--- src/rtl/hcs_pkg.sv ---
package hcs_pkg;
  localparam int BYTE_W = 8;
  typedef logic [BYTE_W-1:0] byte_t;

  localparam byte_t HDR_SYNC = 8'hFF;
  localparam byte_t HDR_ZERO = 8'h00;
  localparam byte_t EOT_BYTE = 8'h04;

  localparam byte_t CMD_REFRESH = 8'h01;
  localparam byte_t CMD_SELFTST = 8'h02;
  localparam byte_t CMD_PWRDOWN = 8'h03;
  localparam byte_t CMD_STATUS  = 8'h05;
  localparam byte_t CMD_KICK    = 8'h06;

  typedef enum logic [2:0] {
    ST_BOOT, ST_PWRUP, ST_IDLE, ST_REFRESH,
    ST_TEST, ST_REPLY, ST_PWRDN, ST_OFF
  } ctl_state_t;

  typedef enum logic [1:0] {HD_HUNT, HD_SYNC, HD_ZERO} hdr_state_t;

  typedef enum logic [1:0] {TX_IDLE, TX_PAYLOAD, TX_EOT} tx_phase_t;

  function automatic logic cmd_known(input byte_t c);
    return c inside {CMD_REFRESH, CMD_SELFTST, CMD_PWRDOWN, CMD_STATUS, CMD_KICK};
  endfunction
endpackage

--- src/rtl/hcs_rst_sync.sv ---
module hcs_rst_sync #(
  parameter int STAGES = 2
) (
  input  logic clk,
  input  logic rst_n_in,
  output logic rst_n_out
);
  logic [STAGES-1:0] sync_q;

  always_ff @(posedge clk or negedge rst_n_in) begin
    if (!rst_n_in) sync_q <= '0;
    else           sync_q <= {sync_q[STAGES-2:0], 1'b1};
  end

  assign rst_n_out = sync_q[STAGES-1];
endmodule

--- src/rtl/hcs_frame_detect.sv ---
module hcs_frame_detect
  import hcs_pkg::*;
(
  input  logic  clk,
  input  logic  rst_n,
  input  logic  in_valid,
  input  byte_t in_byte,
  output logic  cmd_valid,
  output byte_t cmd_byte
);
  hdr_state_t hs_q, hs_d;
  logic       emit_d;

  always_comb begin
    hs_d   = hs_q;
    emit_d = 1'b0;
    if (in_valid) begin
      unique case (hs_q)
        HD_HUNT: if (in_byte == HDR_SYNC) hs_d = HD_SYNC;
        HD_SYNC: begin
          if (in_byte == HDR_ZERO)      hs_d = HD_ZERO;
          else if (in_byte != HDR_SYNC) hs_d = HD_HUNT;
        end
        HD_ZERO: begin
          if (in_byte == HDR_SYNC) hs_d = HD_SYNC;
          else begin
            emit_d = 1'b1;
            hs_d   = HD_HUNT;
          end
        end
        default: hs_d = HD_HUNT;
      endcase
    end
  end

  always_ff @(posedge clk or negedge rst_n) begin
    if (!rst_n) begin
      hs_q      <= HD_HUNT;
      cmd_valid <= 1'b0;
      cmd_byte  <= '0;
    end else begin
      hs_q      <= hs_d;
      cmd_valid <= emit_d;
      if (emit_d) cmd_byte <= in_byte;
    end
  end
endmodule

--- src/rtl/hcs_watchdog.sv ---
module hcs_watchdog #(
  parameter int LIMIT = 1000000,
  localparam int CNT_W = (LIMIT > 1) ? $clog2(LIMIT) : 1
) (
  input  logic clk,
  input  logic rst_n,
  input  logic arm,
  input  logic kick,
  output logic expire
);
  logic [CNT_W-1:0] cnt_q, cnt_d;
  logic             at_limit;

  assign at_limit = (cnt_q == CNT_W'(LIMIT - 1));
  assign expire   = arm && !kick && at_limit;

  always_comb begin
    cnt_d = cnt_q;
    if (!arm || kick)   cnt_d = '0;
    else if (!at_limit) cnt_d = cnt_q + 1'b1;
  end

  always_ff @(posedge clk or negedge rst_n) begin
    if (!rst_n) cnt_q <= '0;
    else        cnt_q <= cnt_d;
  end
endmodule

--- src/rtl/hcs_reply_tx.sv ---
module hcs_reply_tx
  import hcs_pkg::*;
(
  input  logic  clk,
  input  logic  rst_n,
  input  logic  load,
  input  byte_t payload,
  input  logic  out_ready,
  output logic  out_valid,
  output byte_t out_data,
  output logic  done
);
  tx_phase_t ph_q, ph_d;
  byte_t     data_q;
  logic      fire;

  assign out_valid = (ph_q != TX_IDLE);
  assign out_data  = (ph_q == TX_EOT) ? EOT_BYTE : data_q;
  assign fire      = out_valid && out_ready;
  assign done      = (ph_q == TX_EOT) && out_ready;

  always_comb begin
    ph_d = ph_q;
    if (load)      ph_d = TX_PAYLOAD;
    else if (fire) ph_d = (ph_q == TX_PAYLOAD) ? TX_EOT : TX_IDLE;
  end

  always_ff @(posedge clk or negedge rst_n) begin
    if (!rst_n) begin
      ph_q   <= TX_IDLE;
      data_q <= '0;
    end else begin
      ph_q <= ph_d;
      if (load) data_q <= payload;
    end
  end
endmodule

--- src/rtl/host_cmd_seq.sv ---
module host_cmd_seq
  import hcs_pkg::*;
#(
  parameter int WDT_CYCLES = 1000000,
  parameter int RST_STAGES = 2
) (
  input  logic       clk,
  input  logic       rst_n,
  input  logic       link_ready,
  input  logic       rx_valid,
  input  logic [7:0] rx_data,
  output logic       tx_valid,
  output logic [7:0] tx_data,
  input  logic       tx_ready,
  output logic       pwr_up_start,
  input  logic       pwr_up_done,
  output logic       pwr_dn_start,
  input  logic       pwr_dn_done,
  output logic       refresh_start,
  input  logic       refresh_done,
  output logic       test_start,
  input  logic       test_done,
  input  logic       test_pass,
  output logic       amps_on,
  output logic       wdt_fault
);
  logic       rst_n_s;
  logic       cmd_valid;
  byte_t      cmd_byte;
  logic       kick, expire, reply_load, reply_done;
  byte_t      reply_byte, status_byte;
  ctl_state_t st_q, st_d, ret_q, ret_d;
  logic       wdt_set, tst_upd;
  logic       amps_q, wdt_err_q, tst_ran_q, tst_fail_q;

  hcs_rst_sync #(.STAGES(RST_STAGES)) u_rst (
    .clk(clk), .rst_n_in(rst_n), .rst_n_out(rst_n_s)
  );

  hcs_frame_detect u_frame (
    .clk(clk), .rst_n(rst_n_s), .in_valid(rx_valid), .in_byte(rx_data),
    .cmd_valid(cmd_valid), .cmd_byte(cmd_byte)
  );

  assign kick = (st_q == ST_IDLE) && cmd_valid && cmd_known(cmd_byte);

  hcs_watchdog #(.LIMIT(WDT_CYCLES)) u_wdt (
    .clk(clk), .rst_n(rst_n_s), .arm(st_q == ST_IDLE), .kick(kick), .expire(expire)
  );

  assign status_byte = {4'b0000, tst_ran_q, tst_fail_q, wdt_err_q, amps_q};
  assign reply_load  = (st_d == ST_REPLY) && (st_q != ST_REPLY);

  hcs_reply_tx u_tx (
    .clk(clk), .rst_n(rst_n_s), .load(reply_load), .payload(reply_byte),
    .out_ready(tx_ready), .out_valid(tx_valid), .out_data(tx_data), .done(reply_done)
  );

  always_comb begin
    st_d       = st_q;
    ret_d      = ret_q;
    reply_byte = status_byte;
    wdt_set    = 1'b0;
    tst_upd    = 1'b0;
    unique case (st_q)
      ST_BOOT:    if (link_ready)   st_d = ST_PWRUP;
      ST_PWRUP:   if (pwr_up_done)  st_d = ST_IDLE;
      ST_IDLE: begin
        if (kick) begin
          case (cmd_byte)
            CMD_REFRESH: st_d = ST_REFRESH;
            CMD_SELFTST: st_d = ST_TEST;
            CMD_PWRDOWN: st_d = ST_PWRDN;
            CMD_STATUS: begin
              st_d  = ST_REPLY;
              ret_d = ST_IDLE;
            end
            default: st_d = ST_IDLE;
          endcase
        end else if (expire) begin
          st_d    = ST_PWRDN;
          wdt_set = 1'b1;
        end
      end
      ST_REFRESH: if (refresh_done) st_d = ST_IDLE;
      ST_TEST: begin
        if (test_done) begin
          st_d       = ST_REPLY;
          ret_d      = ST_IDLE;
          reply_byte = {7'd0, test_pass};
          tst_upd    = 1'b1;
        end
      end
      ST_REPLY:   if (reply_done)  st_d = ret_q;
      ST_PWRDN:   if (pwr_dn_done) st_d = ST_OFF;
      ST_OFF: begin
        if (cmd_valid && cmd_byte == CMD_STATUS) begin
          st_d  = ST_REPLY;
          ret_d = ST_OFF;
        end
      end
      default: st_d = ST_BOOT;
    endcase
  end

  always_ff @(posedge clk or negedge rst_n_s) begin
    if (!rst_n_s) begin
      st_q          <= ST_BOOT;
      ret_q         <= ST_IDLE;
      amps_q        <= 1'b0;
      wdt_err_q     <= 1'b0;
      tst_ran_q     <= 1'b0;
      tst_fail_q    <= 1'b0;
      pwr_up_start  <= 1'b0;
      pwr_dn_start  <= 1'b0;
      refresh_start <= 1'b0;
      test_start    <= 1'b0;
    end else begin
      st_q          <= st_d;
      ret_q         <= ret_d;
      pwr_up_start  <= (st_d == ST_PWRUP)   && (st_q != ST_PWRUP);
      pwr_dn_start  <= (st_d == ST_PWRDN)   && (st_q != ST_PWRDN);
      refresh_start <= (st_d == ST_REFRESH) && (st_q != ST_REFRESH);
      test_start    <= (st_d == ST_TEST)    && (st_q != ST_TEST);
      if (st_q == ST_PWRUP && pwr_up_done)               amps_q <= 1'b1;
      else if (st_d == ST_PWRDN && st_q != ST_PWRDN)     amps_q <= 1'b0;
      if (wdt_set) wdt_err_q <= 1'b1;
      if (tst_upd) begin
        tst_ran_q  <= 1'b1;
        tst_fail_q <= !test_pass;
      end
    end
  end

  assign amps_on   = amps_q;
  assign wdt_fault = wdt_err_q;
endmodule

--- config.mk ---
export PLATFORM = sky130hd
export DESIGN_NAME = host_cmd_seq
export DESIGN_NICKNAME = d
export VERILOG_FILES = /design/src/rtl/hcs_pkg.sv /design/src/rtl/hcs_rst_sync.sv /design/src/rtl/hcs_frame_detect.sv /design/src/rtl/hcs_watchdog.sv /design/src/rtl/hcs_reply_tx.sv /design/src/rtl/host_cmd_seq.sv
export SDC_FILE = /design/constraint.sdc
export NUM_CORES = 1
export LEC_CHECK = 0
export BUFFER_PORTS_ARGS = -buffer_cell sky130_fd_sc_hd__buf_2
export CORE_MARGIN = 5
export CORE_UTILIZATION = 50
export CTS_CLUSTER_DIAMETER = 120
export DETAILED_ROUTE_END_ITERATION = 8
export PLACE_DENSITY = 0.71
export REMOVE_ABC_BUFFERS = 1
export SETUP_SLACK_MARGIN = 0.02
export SYNTH_ARGS = -nofsm -noshare
export SYNTH_HDL_FRONTEND = slang
export SYNTH_SLANG_ARGS = --single-unit
--- constraint.sdc ---
create_clock -name clk -period 2 [get_ports clk]
set_input_delay 0.1 -clock clk [delete_from_list [all_inputs] [get_ports clk]]
set_output_delay 0.1 -clock clk [all_outputs]
set_load 0.02 [all_outputs]
Word level (Yosys, flattened, before mapping)
Cells that the tools add are included.
{"block": "totals", "regBits": 57, "input_bits": 18, "out_inout_bits": 15, "word_cells": 120}
{"block": "classes", "addsub": 1, "eq_ne": 36, "n_mux": 39, "n_reduce_logical": 27}
{"cell": "20-bit two-way mux", "count": 2}
{"cell": "3-bit two-way mux", "count": 13}
{"cell": "3-bit one-hot mux with 8 select lines", "count": 1}
{"cell": "3-bit equality test (second input constant)", "count": 7}
{"cell": "20-bit by 1-bit adder with 20-bit output (second input constant)", "count": 1}
{"cell": "20-bit equality test (second input constant)", "count": 1}
{"cell": "8-bit by 2-bit equality test with 1-bit output (second input constant)", "count": 2}
{"cell": "8-bit by 3-bit equality test with 1-bit output (second input constant)", "count": 2}
{"cell": "1-bit logical AND", "count": 13}
{"cell": "2-bit two-way mux", "count": 6}
{"cell": "3-bit one-hot mux with 4 select lines", "count": 1}
{"cell": "1-bit two-way mux", "count": 11}
{"cell": "2-bit inequality test (second input constant)", "count": 5}
{"cell": "3-bit by 2-bit equality test with 1-bit output (second input constant)", "count": 3}
{"cell": "3-bit inequality test (second input constant)", "count": 3}
{"cell": "3-bit one-hot mux with 3 select lines", "count": 1}
{"cell": "8-bit by 1-bit equality test with 1-bit output (second input constant)", "count": 1}
{"cell": "8-bit equality test (second input constant)", "count": 1}
{"cell": "8-bit logical NOT", "count": 1}
{"cell": "4-bit two-way mux", "count": 2}
{"cell": "8-bit two-way mux", "count": 1}
{"cell": "8-bit inequality test (second input constant)", "count": 1}
{"cell": "3-bit by 1-bit equality test with 1-bit output (second input constant)", "count": 2}
{"cell": "3-bit by 1-bit inequality test with 1-bit output (second input constant)", "count": 2}
{"cell": "other kinds (14)", "count": 20}

Longest topological paths before layout
Gate-level depths: netlist of run 1.
{"block": "logic_depth", "word_depth": 13, "depth_mapped": 8, "ltp_nobuf": 7}

Hierarchy
A second synthesis of run 1 with hierarchy kept.
{"block": "hier_totals", "cells_unflattened": 275, "area_unflattened_um2": 2985.4}
{"mod": "hcs_watchdog", "instances": 1, "cells_each": 120, "area_each_um2": 1142.3, "seq_area_each_um2": 500.5}
{"mod": "host_cmd_seq", "instances": 1, "cells_each": 84, "area_each_um2": 832.0, "seq_area_each_um2": 300.3}
{"mod": "hcs_reply_tx", "instances": 1, "cells_each": 35, "area_each_um2": 486.7, "seq_area_each_um2": 250.2}
{"mod": "hcs_frame_detect", "instances": 1, "cells_each": 33, "area_each_um2": 470.5, "seq_area_each_um2": 275.3}
{"mod": "hcs_rst_sync", "instances": 1, "cells_each": 3, "area_each_um2": 53.8, "seq_area_each_um2": 50.0}

Worst setup path before layout of run 1
No wires, ideal clock.
{"block": "synth_path", "path_kind": "register to register", "start": "register st_q[2]", "end": "register u_tx.data_q[0]", "arrival_time_ns": 2.011, "required_time_ns": 1.875, "path_slack_ns": -0.136, "stages_incl_launch_ff": 9, "synth_period_minus_slack_ns": 2.136, "path_cell_list": "dfrtp_1 -> buf_6 -> and3b_4 -> o21bai_1 -> a31oi_2 -> nand2_1 -> or4_1 -> buf_2 -> mux2_4"}
{"block": "synth_via", "elab_chain_cells": 11, "elab_cells_between_ends": 27, "cone_classes": "eq/ne (9); mux (11); reduce/logical (7)"}
{"item": "start, declared", "line_no": "host_cmd_seq.sv:32", "text": "ctl_state_t st_q, st_d, ret_q, ret_d;"}
{"item": "start signal, assigned", "line_no": "host_cmd_seq.sv:119", "text": "st_q <= st_d;"}
{"item": "3-bit by 2-bit equality test with 1-bit output", "line_no": "host_cmd_seq.sv:45, host_cmd_seq.sv:48, host_cmd_seq.sv:65"}
{"item": "1-bit logical AND (2 in series)", "line_no": "host_cmd_seq.sv:45", "text": "assign kick = (st_q == ST_IDLE) && cmd_valid && cmd_known(cmd_byte);"}
{"item": "1-bit logical NOT", "line_no": "hcs_watchdog.sv:15", "text": "assign expire = arm && !kick && at_limit;"}
{"item": "1-bit logical AND (2 in series)", "line_no": "hcs_watchdog.sv:15"}
{"item": "3-bit two-way mux", "line_no": "host_cmd_seq.sv:80", "text": "end else if (expire) begin"}
{"item": "3-bit two-way mux", "line_no": "host_cmd_seq.sv:69", "text": "if (kick) begin"}
{"item": "3-bit one-hot mux with 8 select lines", "line_no": "host_cmd_seq.sv:65", "text": "unique case (st_q)"}
{"item": "3-bit equality test", "line_no": "host_cmd_seq.sv:52", "text": "assign reply_load = (st_d == ST_REPLY) && (st_q != ST_REPLY);"}
{"item": "1-bit logical AND", "line_no": "host_cmd_seq.sv:52"}
{"item": "end signal, assigned", "line_no": "hcs_reply_tx.sv:34", "text": "if (load) data_q <= payload;"}
{"item": "end, declared", "line_no": "hcs_reply_tx.sv:14", "text": "byte_t data_q;"}
Parallel ways exist; a longest one is shown, timed or not.
A chain may end at the register's enable or synchronous reset.

Final worst setup path of run 1
{"block": "layout_path", "start": "register st_q[1]", "end": "register u_tx.data_q[0]"}
Same word-level chain as after synthesis.

==> summary.md, run 1 <==
| Metric | Value |
|---|---|
| Fin nets | `359` |
| Root Buffer | `clkbuf_8` |
| Design area | `3300 sq um` |
| Crit-path max FO | `5` |
| Flop pwr share | `between 30% and 40%` |
| Cell taking the most area after synthesis | `dfrtp_1` |
| Synth-to-Final Area Change | `28.9%` |
| Standard-cell rows | `26` |
| Setup crit end kind | `flop` |
| Ranking of synthesized cells by area | `dfrtp_1, nand2_1, nor2_1, xor2_1, mux2i_1` |
| First-pass GRT wire length | `around 9100 um` |
| Synth Warn # | `0` |
| ANT nets after route | `0` |
| Sw power | `0.00142 W` |
| Most common cell on crit path | `buf_4` |
| Worst path slowest cell | `or4_4` |
| Antenna violations before repair | `0` |
| EDFF count, synth | `0` |
| Gr ovfl total | `0` |
| Final Max Tran Viols | `0` |
| Synth top area share | `49.8%` |
| Routed len/inst | `between 10 and 15 um` |
| Skew final | `slightly above 0.009 ns` |
| Cells after Synth | `roughly 270` |
| RSZ-0062 raised after global routing | `yes` |
| WP buf/inv | `2` |
| Clk pin slew, worst setup/hold paths | `0.09 ns` |
| Worst r2r dst | `u_tx.data_q[0]` |
| CTS tree | `done` |
| Initial DRC count | `about 140` |
| # IOs | `33` |
| Post-Route WL | `5610 um` |
| Routability Congestion | `just under 0.9` |
| Dpl hpwl | `just under 4000 um` |
| Failing checks | `negative setup slack` |
| Final setup vio count | `5` |
| Core area | `5040 sq um` |
| Int Pwr | `0.00252 W` |
| Critical path data required time | `2.19 ns` |
| TritonCTS Sinks | `a little over 50` |
| Top cells by count, synth | `dfrtp_1, nand2_1, nor2_1` |
| Hold Crit Class | `input port to flop` |
| Vias | `2146` |
| Synthesized flop and latch total | `51` |
| Crit path cell chain | `buf_4, nor3b_2, buf_4, o21ai_0, nand2_1, or4_4, mux2_4` |
| Syn_area_per_cell | `9.60 sq um` |
| Most common cell in the netlist | `dfrtp_1` |
| LEAKAGE | `between 1.5 and 2 nW` |
| Vias per cell | `about 5.2` |
| Detailed Routing Iterations Pass 1 | `4` |
| Fin util | `65.5%` |
| CTS Buf Count | `5` |
| Hold Crit Endpoint | `u_frame.cmd_byte[2]` |
| Post-synthesis sequential area ratio | `between 40% and 50%` |
| Comb pwr share | `47.5%` |
| Clock Power Share | `19.1%` |
| Final period utilization | `104%` |
| Worst Setup Path Type | `flop to flop` |
| Status | `complete, but fails checks` |
| PortBufs | `28` |
| Final worst slack | `-0.0817 ns` |
| Hold Crit Depth | `3` |
| Die area | `around 6700 sq um` |
| Pwr/cell area | `1190 nW/um^2` |
| Top_reg_cell synth | `dfrtp_1` |
| R2r setup slk | `-0.08 ns` |
| R2r startpoint | `st_q[1]` |
| Share of post-route cells with drive strength above 1 | `31.7%` |
| Switching portion of total power | `36.0%` |
| Startpoint types | `flop` |
| Final Hold Vio Count | `0` |
| Final Critical Period | `2.08 ns` |
| H-Tree Depth | `2` |
| Crit path max-delay family | `simple AND/OR/NAND/NOR gates` |
| Max Cap Violations | `0` |
| Fmax | `480 MHz` |
| Number of global-route vias before repair | `between 2000 and 2500` |
| Starting Density | `50.8%` |
| Worst-case reg-to-reg path depth | `7` |
| Synth cell types | `54` |
| Clock Path Buffers | `2` |
| Total GRT Usage | `17.3%` |
| Cell Area, Synth | `2560 sq um` |
| # DRC | `0` |
| Die Ht | `between 80 and 90 um` |
| Diodes inserted | `0` |
| Synth async-reset ratio | `100%` |
| Clk_lat worst skew | `0.30 ns` |
| Largest net degree at the start of global routing | `37` |
| CP max stage delay | `0.55 ns` |
| Post-DP Area | `3000 sq um` |
| Chip width | `around 82 um` |
| Hold Startpoint | `rx_data[2]` |
| Max IR drop VDD | `0.735 mV` |
| Critical path arrival | `about 2.3 ns` |
-- repair_timing --
action,CTS,global route
setup endpoints to repair,9,13
hold buffers,2,0
setup buffers,6,5
cloned,0,0
hold endpoints to repair,3,0
resized for setup,5,20
pin swaps,5,8
-- cell usage in the layout (no fill, tap or decap), types with 2 or more instances in the layout --
master	n
nor2_1	29
and2_1	5
o21ai_1	2
nand2_1	46
nand3_1	10
or2b_1	2
buf_6	3
or3_1	3
nand2b_1	3
buf_2	28
mux2i_1	6
o2111ai_1	2
nor3_1	3
a21oi_1	6
conb_1	5
dlygate4sd3_1	2
and3_1	3
o21ai_2	3
xor2_1	10
or4_4	2
clkbuf_8	6
xnor2_1	6
a31oi_1	2
inv_1	9
nor3b_1	2
nor4_4	2
dfrtp_1	47
nand4_1	8
o21ai_0	3
nor2b_1	3
buf_4	40
dfrtp_2	4
nor3_2	3
o21bai_1	2
nor4_1	2
-- layer usage --
metal,track usage (%),wire [um],vias to the layer above,share of wire (%)
met1,23.2,2480,1028,44
met2,29.2,2800,60,50
met4,4.49,48,0,0.86
li1,-,-,1054,-
met3,3.07,278,4,5.0
met5,0,0,-,0
-- stage by stage --
step	std cells	hold slack [ns]	setup slack (ns)	setup TNS, ns	power, W
2_1_floorplan	259	-0.196	-0.487	-7.13	0.00215
3_3_place_gp	391	-0.114	-0.0491	-0.146	0.00280
3_5_place_dp	391	-0.112	-0.129	-0.595	0.00283
4_1_cts	407	0.00949	-0.0320	-0.0825	0.00371
5_1_grt	411	0.0167	-0.149	-0.721	0.00416
6_report	411	0.0170	-0.0817	-0.253	0.00394
-- registers in the layout (all words and copies together) (netlist names) --
register / count
refresh_start: 1
u_frame.hs_q: 2
wdt_fault: 1
u_rst.sync_q: 2
u_tx.data_q: 4
amps_on: 1
u_frame.cmd_valid: 1
ret_q: 1
pwr_dn_start: 1
u_tx.ph_q: 2
tst_fail_q: 1
st_q: 3
test_start: 1
u_frame.cmd_byte: 8
tst_ran_q: 1
u_wdt.cnt_q: 20
pwr_up_start: 1
-- worst max path at each step --
stage | startpoint | endpoint | slack (ns) | cells past startpoint
floorplan | u_frame.cmd_byte[3] | refresh_start | -0.49 | 5
global placement | st_q[2] | u_tx.data_q[0] | -0.05 | 5
detailed placement | u_frame.cmd_byte[3] | u_tx.data_q[0] | -0.13 | 6
CTS | u_frame.cmd_byte[7] | u_tx.data_q[0] | -0.03 | 6
global route | u_frame.cmd_byte[7] | u_tx.data_q[0] | -0.15 | 6
finish | st_q[1] | u_tx.data_q[0] | -0.08 | 7
-- area by class of cell --
type / count / area (sq um)
inverters: 10 / 37.5
flip-flops and latches: 51 / 1280
clock inverters: 2 / 38.8
fillers: 411 / 1740
multi-input cells: 198 / 1260
well taps: 70 / 87.6
repair buffers: 74 / 514
clock buffers: 6 / 82.6
-- power groups by stage --
| stage | Clock, W | Sequential [W] | Combinational (W) |
|---|---|---|---|
| final | 0.000751 | 0.00132 | 0.00187 |
| after global routing | 0.000823 | 0.00134 | 0.00199 |
| after CTS | 0.000764 | 0.00131 | 0.00164 |
| after detailed placement | 0 | 0.00133 | 0.00150 |
| after global placement | 0 | 0.00132 | 0.00148 |
| after floorplan | 0 | 0.00140 | 0.000746 |
-- worst register-to-register path, delay by kind of cell, from the launching register on --
kind,cells,cell delay [ns]
and+or+nand+nor,3,0.81
DFF,1,0.45
muxes,1,0.31
buffers and inverters,2,0.29
AOI/OAI and AO/OA,1,0.12
-- cell families (layout without fill, tap and decap cells) --
kind of cell               count (synthesis)  count (layout)  share of synthesized area, %
and+or+nand+nor                          139             139                          28.2
DFF                                       51              51                          49.8
AOI/OAI and AO/OA                         29              29                          8.05
buffers and inverters                     21              92                          4.34
xor gates and xnor gates                  16              16                          5.47
muxes                                      8               8                          3.37
other                                      2               5                         0.293
adders and majority gates                  1               1                         0.488
(Power assumes the default switching activity.)
==> run 2: changes to the inputs <==
PLACE_DENSITY = 0.75   (was 0.71)
SYNTH_HIERARCHICAL = 1   (was default)
==> run 2 against run 1 <==
  * The run still ends with negative setup slack left
  * Clock power is 16% lower
  * Hold slack better by 0.032 ns
  * Sequential cell count increased by 4
  * Critical path type unchanged
  * Maximum frequency shrank 6.8%
  * Sequential share of layout area down 3.7 points
  * Critical endpoint is now u_tx/data_q[3]
==> summary.md, run 2 <==
| Metric | Value |
|---|---|
| Critical path arrival | `2.44 ns` |
| Pwr/cell area | `810 nW/um^2` |
| Hold Crit Endpoint | `u_frame/cmd_byte[1]` |
| Sw power | `~0.0011 W` |
| Crit path cell chain | `nor4b_4, and4_4, nand2_4, nor2_4, o211ai_4, o211ai_4, nor4b_4, buf_4, mux2_4` |
| Failing checks | `negative setup slack` |
| Critical path data required time | `between 2 and 2.5 ns` |
| Synth cell types | `72` |
| Min Hold Slack | `~0.049 ns` |
| Clk_lat worst skew | `around 0.31 ns` |
| Cells after Synth | `275` |
| Total power | `~0.0032 W` |
| Post-synthesis sequential area ratio | `46.1%` |
| LEAKAGE | `around 1.9 nW` |
| Synth top area share | `between 40% and 50%` |
| Setup crit end kind | `flop` |
| Top flop regs | `u_wdt/cnt_q x20, u_frame/cmd_byte x8, u_tx/data_q x8` |
| R2r setup slk | `-0.23 ns` |
| TritonCTS Sinks | `55` |
| Total GRT Usage | `a little under a fifth` |
| Vias per cell | `5.41` |
| Initial DRC count | `93` |
| Post-Route WL | `~6500 um` |
| ANT nets after route | `0` |
| Top_reg_cell synth | `dfrtp_1` |
| Routability Congestion | `between 0.8 and 0.9` |
| Final Max Tran Viols | `0` |
| Least-Margin Pin Slew | `roughly 0.57 ns` |
| Die Ht | `~87 um` |
| Fin nets | `398` |
| Core area | `approximately 5900 sq um` |
| Startpoint types | `flop` |
| Cell taking the most area after synthesis | `dfrtp_1` |
| Cell Area, Synth | `2990 sq um` |
| CTS Buf Count | `5` |
| Share of post-route cells with drive strength above 1 | `44.2%` |
| Synth Warn # | `6` |
| Comb pwr share | `36.9%` |
| Status | `complete, but fails checks` |
| Gr ovfl total | `0` |
| Skew final | `0.0107 ns` |
| Register with the most flip-flops | `u_wdt/cnt_q` |
| Fmax | `between 400 and 500 MHz` |
| Syn_area_per_cell | `around 11 sq um` |
| Most common cell after layout, fill and taps aside | `buf_4` |
| Flop pwr share | `43.4%` |
| Clk pin slew, worst setup/hold paths | `0.10 ns` |
| Die area | `approximately 7600 sq um` |
| GRT busiest layer | `met2` |
| Diodes inserted | `0` |
| Number of global-route vias before repair | `2506` |
| GR Util met1 | `around 24%` |
| Worst Setup Path Type | `flop to flop` |
| Starting Density | `51.0%` |
| Worst r2r dst | `u_tx/data_q[3]` |
| Routed len/inst | `14.4 um` |
| Worst path slowest cell | `dfrtp_1` |
| Hold Crit Depth | `2` |
| Clock Power Share | `between 10% and 20%` |
| Largest net degree at the start of global routing | `29` |
| Clock Path Buffers | `2` |
| Most frequent cells in the layout | `buf_4, dfrtp_1, buf_2` |
| Final Critical Period | `2.23 ns` |
| H-Tree Depth | `2` |
| Final period utilization | `112%` |
| Crit-path max FO | `4` |
| CTS tree | `done` |
| Max reg flops | `20` |
| Vias | `~2500` |
| Max Cap Violations | `0` |
| Synth async-reset ratio | `100%` |
| RSZ-0062 raised after global routing | `yes` |
| # DRC | `0` |
| Crit path from | `u_wdt/cnt_q[7]` |
| EDFF count, synth | `0` |
| Top cells by count, synth | `dfrtp_1, nand2_1, nor2_1` |
| Final Hold Vio Count | `0` |
| Final worst slack | `-0.234 ns` |
| Ranking of synthesized cells by area | `dfrtp_1, mux2_4, mux2_2, and2_1, nand2_1` |
| Hold Crit Class | `input port to flop` |
| # IOs | `33` |
| First-pass GRT wire length | `11100 um` |
| Slew margin rel. | `61.8%` |
| CP max stage delay | `0.43 ns` |
| Dpl hpwl | `4880 um` |
| Root Buffer | `clkbuf_8` |
| Final setup vio count | `10` |
| Switching portion of total power | `between 30% and 40%` |
| Max IR drop VDD | `about 0.55 mV` |
| Detailed Routing Iterations Pass 1 | `4` |
| Most common cell in the netlist | `dfrtp_1` |
| PortBufs | `32` |
| Antenna violations before repair | `0` |
| Standard-cell rows | `28` |
| Met2 usage | `30.1%` |
| Synthesized flop and latch total | `55` |
| R2r startpoint | `u_wdt/cnt_q[7]` |
| Int Pwr | `approximately 0.0021 W` |
| Chip width | `87.3 um` |
| Worst-case reg-to-reg path depth | `9` |
| Hold Startpoint | `rx_data[1]` |
| Synth-to-Final Area Change | `31.4%` |
| Met3 Resource Use GR | `approximately 3.4%` |
==> run 2: area by class of cell <==
| type | count | area [sq um] |
|---|---|---|
| multi-input cells | 203 | 1590 |
| inverters | 9 | 35.0 |
| fillers | 450 | 1930 |
| clock inverters | 3 | 23.8 |
| repair buffers | 105 | 739 |
| flip-flops and latches | 55 | 1380 |
| clock buffers | 5 | 68.8 |
| well taps | 75 | 93.8 |
==> run 2: cell families after synthesis <==
logic type | synth area share, %
XOR/XNOR | 1.47
other | 0.252
flip-flops | 46.1
AO/OA/AOI/OAI | 14.4
multiplexers | 7.71
AND/OR/NAND/NOR | 25.8
buffers and inverters | 3.90
adder cells (fa/ha/maj) | 0.419
==> run 2: metal layers <==
metal	up-vias	wire length (um)
met5	-	0
met4	0	153
met3	17	249
met2	58	3190
met1	1177	2940
li1	1211	-
==> run 2: how the worst max path moves through the flow <==
stage | to | depth (start not counted) | slack, ns
2_1_floorplan | u_tx/data_q[0] | 8 | -1.04
3_3_place_gp | u_tx/data_q[6] | 9 | -0.37
3_5_place_dp | u_tx/data_q[7] | 9 | -0.48
4_1_cts | u_tx/data_q[2] | 9 | -0.23
5_1_grt | u_tx/data_q[2] | 8 | -0.34
6_report | u_tx/data_q[3] | 9 | -0.23
==> run 2: worst max-delay path: cells and delay by family (launching register included) <==
kind,cells,cell delay (ns)
simple gates,5,1.04
flops,1,0.43
mux,1,0.29
buf+inv,1,0.20
compound gates,2,0.17
==> run 2: timing repair <==
action	in CTS	in global routing
hold buffers	2	1
setup buffers	3	2
gates resized for setup	19	3
setup endpoints to repair	15	14
pin swaps	6	4
gates cloned	1	0
hold endpoints to repair	3	1
==> run 2: stage by stage <==
step	instances	instance area, sq um	setup slack (ns)	utilization, %	setup TNS, ns
after detailed placement	438	3660	-0.479	62.6	-4.72
after global routing	455	3920	-0.337	67.1	-3.41
after floorplan	267	2920	-1.04	-	-10.30
final	455	3920	-0.234	67.1	-2.19
after CTS	452	3890	-0.229	66.4	-1.96
after global placement	438	3660	-0.371	62.6	-3.50
==> run 2: power groups by stage <==
stage,logic [W],clock network (W),registers (W)
2_1_floorplan,0.000592,0,0.00145
3_3_place_gp,0.00108,0,0.00140
3_5_place_dp,0.00111,0,0.00140
4_1_cts,0.00118,0.000647,0.00138
5_1_grt,0.00126,0.000696,0.00140
6_report,0.00117,0.000628,0.00138
==> run 3: changes to the inputs <==
PLACE_DENSITY = 0.76   (was 0.75)
SYNTH_HIERARCHICAL = default   (was 1)
==> run 3 against run 2 <==
  * First-iteration DRC count grew 53%
  * Worst setup slack gained 0.18 ns
  * Clock skew shrank 0.0023 ns
  * Combinational power grew 38%
  * Maximum frequency grew 9.0%
  * Register-to-register slack gained 0.18 ns
  * Hold slack lost 0.038 ns
  * Largest power group is now combinational logic
  * Critical path depth shrank 3
  * Sequential share of layout area grew 5.2 points
  * The run still ends with negative setup slack left
  * Die area shrank 13%
  * Highest routed layer unchanged
==> summary.md, run 3 (synthesis results as in run 1) <==
| Metric | Value |
|---|---|
| Switching portion of total power | `35.5%` |
| Final period utilization | `103%` |
| Vias | `2102` |
| Detailed Routing Iterations Pass 1 | `4` |
| Most frequent cells in the layout | `dfrtp_1, nand2_1, buf_4` |
| Vias per cell | `between 5 and 6` |
| LEAKAGE | `1.50 nW` |
| Hold Crit Depth | `2` |
| ANT nets after route | `0` |
| Least-Margin Pin Slew | `0.752 ns` |
| TritonCTS Sinks | `51` |
| Clock Path Buffers | `2` |
| Diodes inserted | `0` |
| First-pass GRT wire length | `8800 um` |
| CTS tree | `done` |
| Slew margin rel. | `49.9%` |
| Startpoint types | `flop` |
| Setup crit end kind | `flop` |
| Sw power | `0.00127 W` |
| Clock Power Share | `roughly 17%` |
| Crit-path max FO | `6` |
| Flop pwr share | `37.5%` |
| Comb pwr share | `45.2%` |
| Root Buffer | `clkbuf_8` |
| Total GRT Usage | `approximately 17%` |
| Max Cap Violations | `0` |
| Starting Density | `between 50% and 60%` |
| Worst slack, placed | `-0.110 ns` |
| Final Max Tran Viols | `0` |
| # IOs | `33` |
| Final worst slack | `-0.0504 ns` |
| Die area | `6660 sq um` |
| Antenna violations before repair | `0` |
| Critical path data required time | `between 2 and 2.5 ns` |
| Int Pwr | `0.00230 W` |
| # DRC | `0` |
| Status | `complete, but fails checks` |
| Max IR drop VDD | `0.641 mV` |
| Reg area | `1280 sq um` |
| Failing checks | `negative setup slack` |
| Most common cell after layout, fill and taps aside | `dfrtp_1` |
| RSZ-0062 raised after global routing | `yes` |
| Fmax | `488 MHz` |
| Clk_lat worst skew | `0.29 ns` |
| Worst r2r dst | `u_tx.data_q[0]` |
| Routability Congestion | `0.796` |
| Die Ht | `81.6 um` |
| Share of post-route cells with drive strength above 1 | `28.2%` |
| Crit path from | `st_q[2]` |
| Top flop regs | `u_wdt.cnt_q x20, u_frame.cmd_byte x8, u_tx.data_q x4` |
| Worst Setup Path Type | `flop to flop` |
| Post-Route WL | `between 5000 and 6000 um` |
| Fin nets | `351` |
| Total power | `roughly 0.0036 W` |
| Final Hold Vio Count | `0` |
| Largest net degree at the start of global routing | `37` |
| Hold Crit Class | `input port to flop` |
| Core area | `5040 sq um` |
| Register with the most flip-flops | `u_wdt.cnt_q` |
| Final Critical Period | `2.05 ns` |
| Initial DRC count | `142` |
| Chip width | `81.6 um` |
| H-Tree Depth | `2` |
| Routed len/inst | `12.9 um` |
| Post-Route Setup TNS | `-0.161 ns` |
| Final setup vio count | `5` |
| R2r setup slk | `-0.05 ns` |
| Dpl hpwl | `between 3000 and 4000 um` |
| Standard-cell rows | `26` |
| Pwr/cell area | `1130 nW/um^2` |
| Fin util | `62.9%` |
| Layout fillers | `a little over 400` |
| Synth-to-Final Area Change | `23.7%` |
| Worst-case reg-to-reg path depth | `6` |
| Gr ovfl total | `0` |
| Design area | `approximately 3200 sq um` |
| CP endpoint | `u_tx.data_q[0]` |
| Post-DP Area | `~3000 sq um` |
| PortBufs | `28` |
| Clk pin slew, worst setup/hold paths | `0.09 ns` |
| R2r startpoint | `st_q[2]` |
| Number of global-route vias before repair | `2036` |
| Max reg flops | `20` |
| Area of the multi-input gates | `1230 sq um` |
| Critical path arrival | `2.24 ns` |
| CTS Buf Count | `5` |
| Skew final | `0.00836 ns` |
==> run 3: cell count changes in the layout (fill, tap and decap cells not counted), sizes merged, moves of 9 or more <==
cell	change
buf	-37
mux2	-14
nand2	+25
nor2	+12
o21ai	-9
==> run 3: metrics by stage <==
step	hold WS, ns	std cells
after floorplan	-0.196	259
after global placement	-0.112	390
after detailed placement	-0.113	390
after CTS	0.00563	403
after global routing	0.0235	403
final	0.0107	403
==> run 3: repair_timing <==
item	4_1_cts	5_1_grt
resized for setup	5	10
pin swaps	6	2
endpoints found under the setup margin	10	11
hold buffers	1	0
buffers inserted	4	0
endpoints found under the hold margin	2	0
==> run 3: per-layer routing <==
layer  track usage, %  up-vias  part of all wire [%]
li1                 -     1041                     -
met1             20.9     1005                    44
met2             30.5       50                    51
met3             3.40        6                   4.2
met4             4.82        0                  0.91
met5                0        -                     0
==> run 3: power by group through the flow <==
stage / Clock (W) / Combinational (W) / Sequential, W
2_1_floorplan: 0 / 0.000746 / 0.00140
3_5_place_dp: 0 / 0.00141 / 0.00134
5_1_grt: 0.000680 / 0.00175 / 0.00136
6_report: 0.000619 / 0.00161 / 0.00134
4_1_cts: 0.000638 / 0.00153 / 0.00132
3_3_place_gp: 0 / 0.00138 / 0.00133
==> run 3: layout make-up <==
type,count,share of cell area (%)
well taps,70,2.76
clock buffers,8,3.16
repair buffers,66,13.7
inverters,10,1.18
multi-input cells,198,38.8
flip-flops and latches,51,40.4
==> run 3: worst max-delay path: stages, from the launching register on <==
cell      delay (ns)
dfrtp_2         0.47
and3b_4         0.21
o21bai_1        0.16
a31oi_2         0.18
nand2_1         0.08
or4_4           0.53
mux2_4          0.31
==> run 3: worst min-delay path by stage <==
stage               slack [ns]              end       from
floorplan                -0.20  u_rst.sync_q[0]      rst_n
global placement         -0.11  u_rst.sync_q[0]      rst_n
detailed placement       -0.11  u_rst.sync_q[0]      rst_n
CTS                      0.006       tst_fail_q  test_pass
global route              0.02       tst_fail_q  test_pass
finish                    0.01       tst_fail_q  test_pass
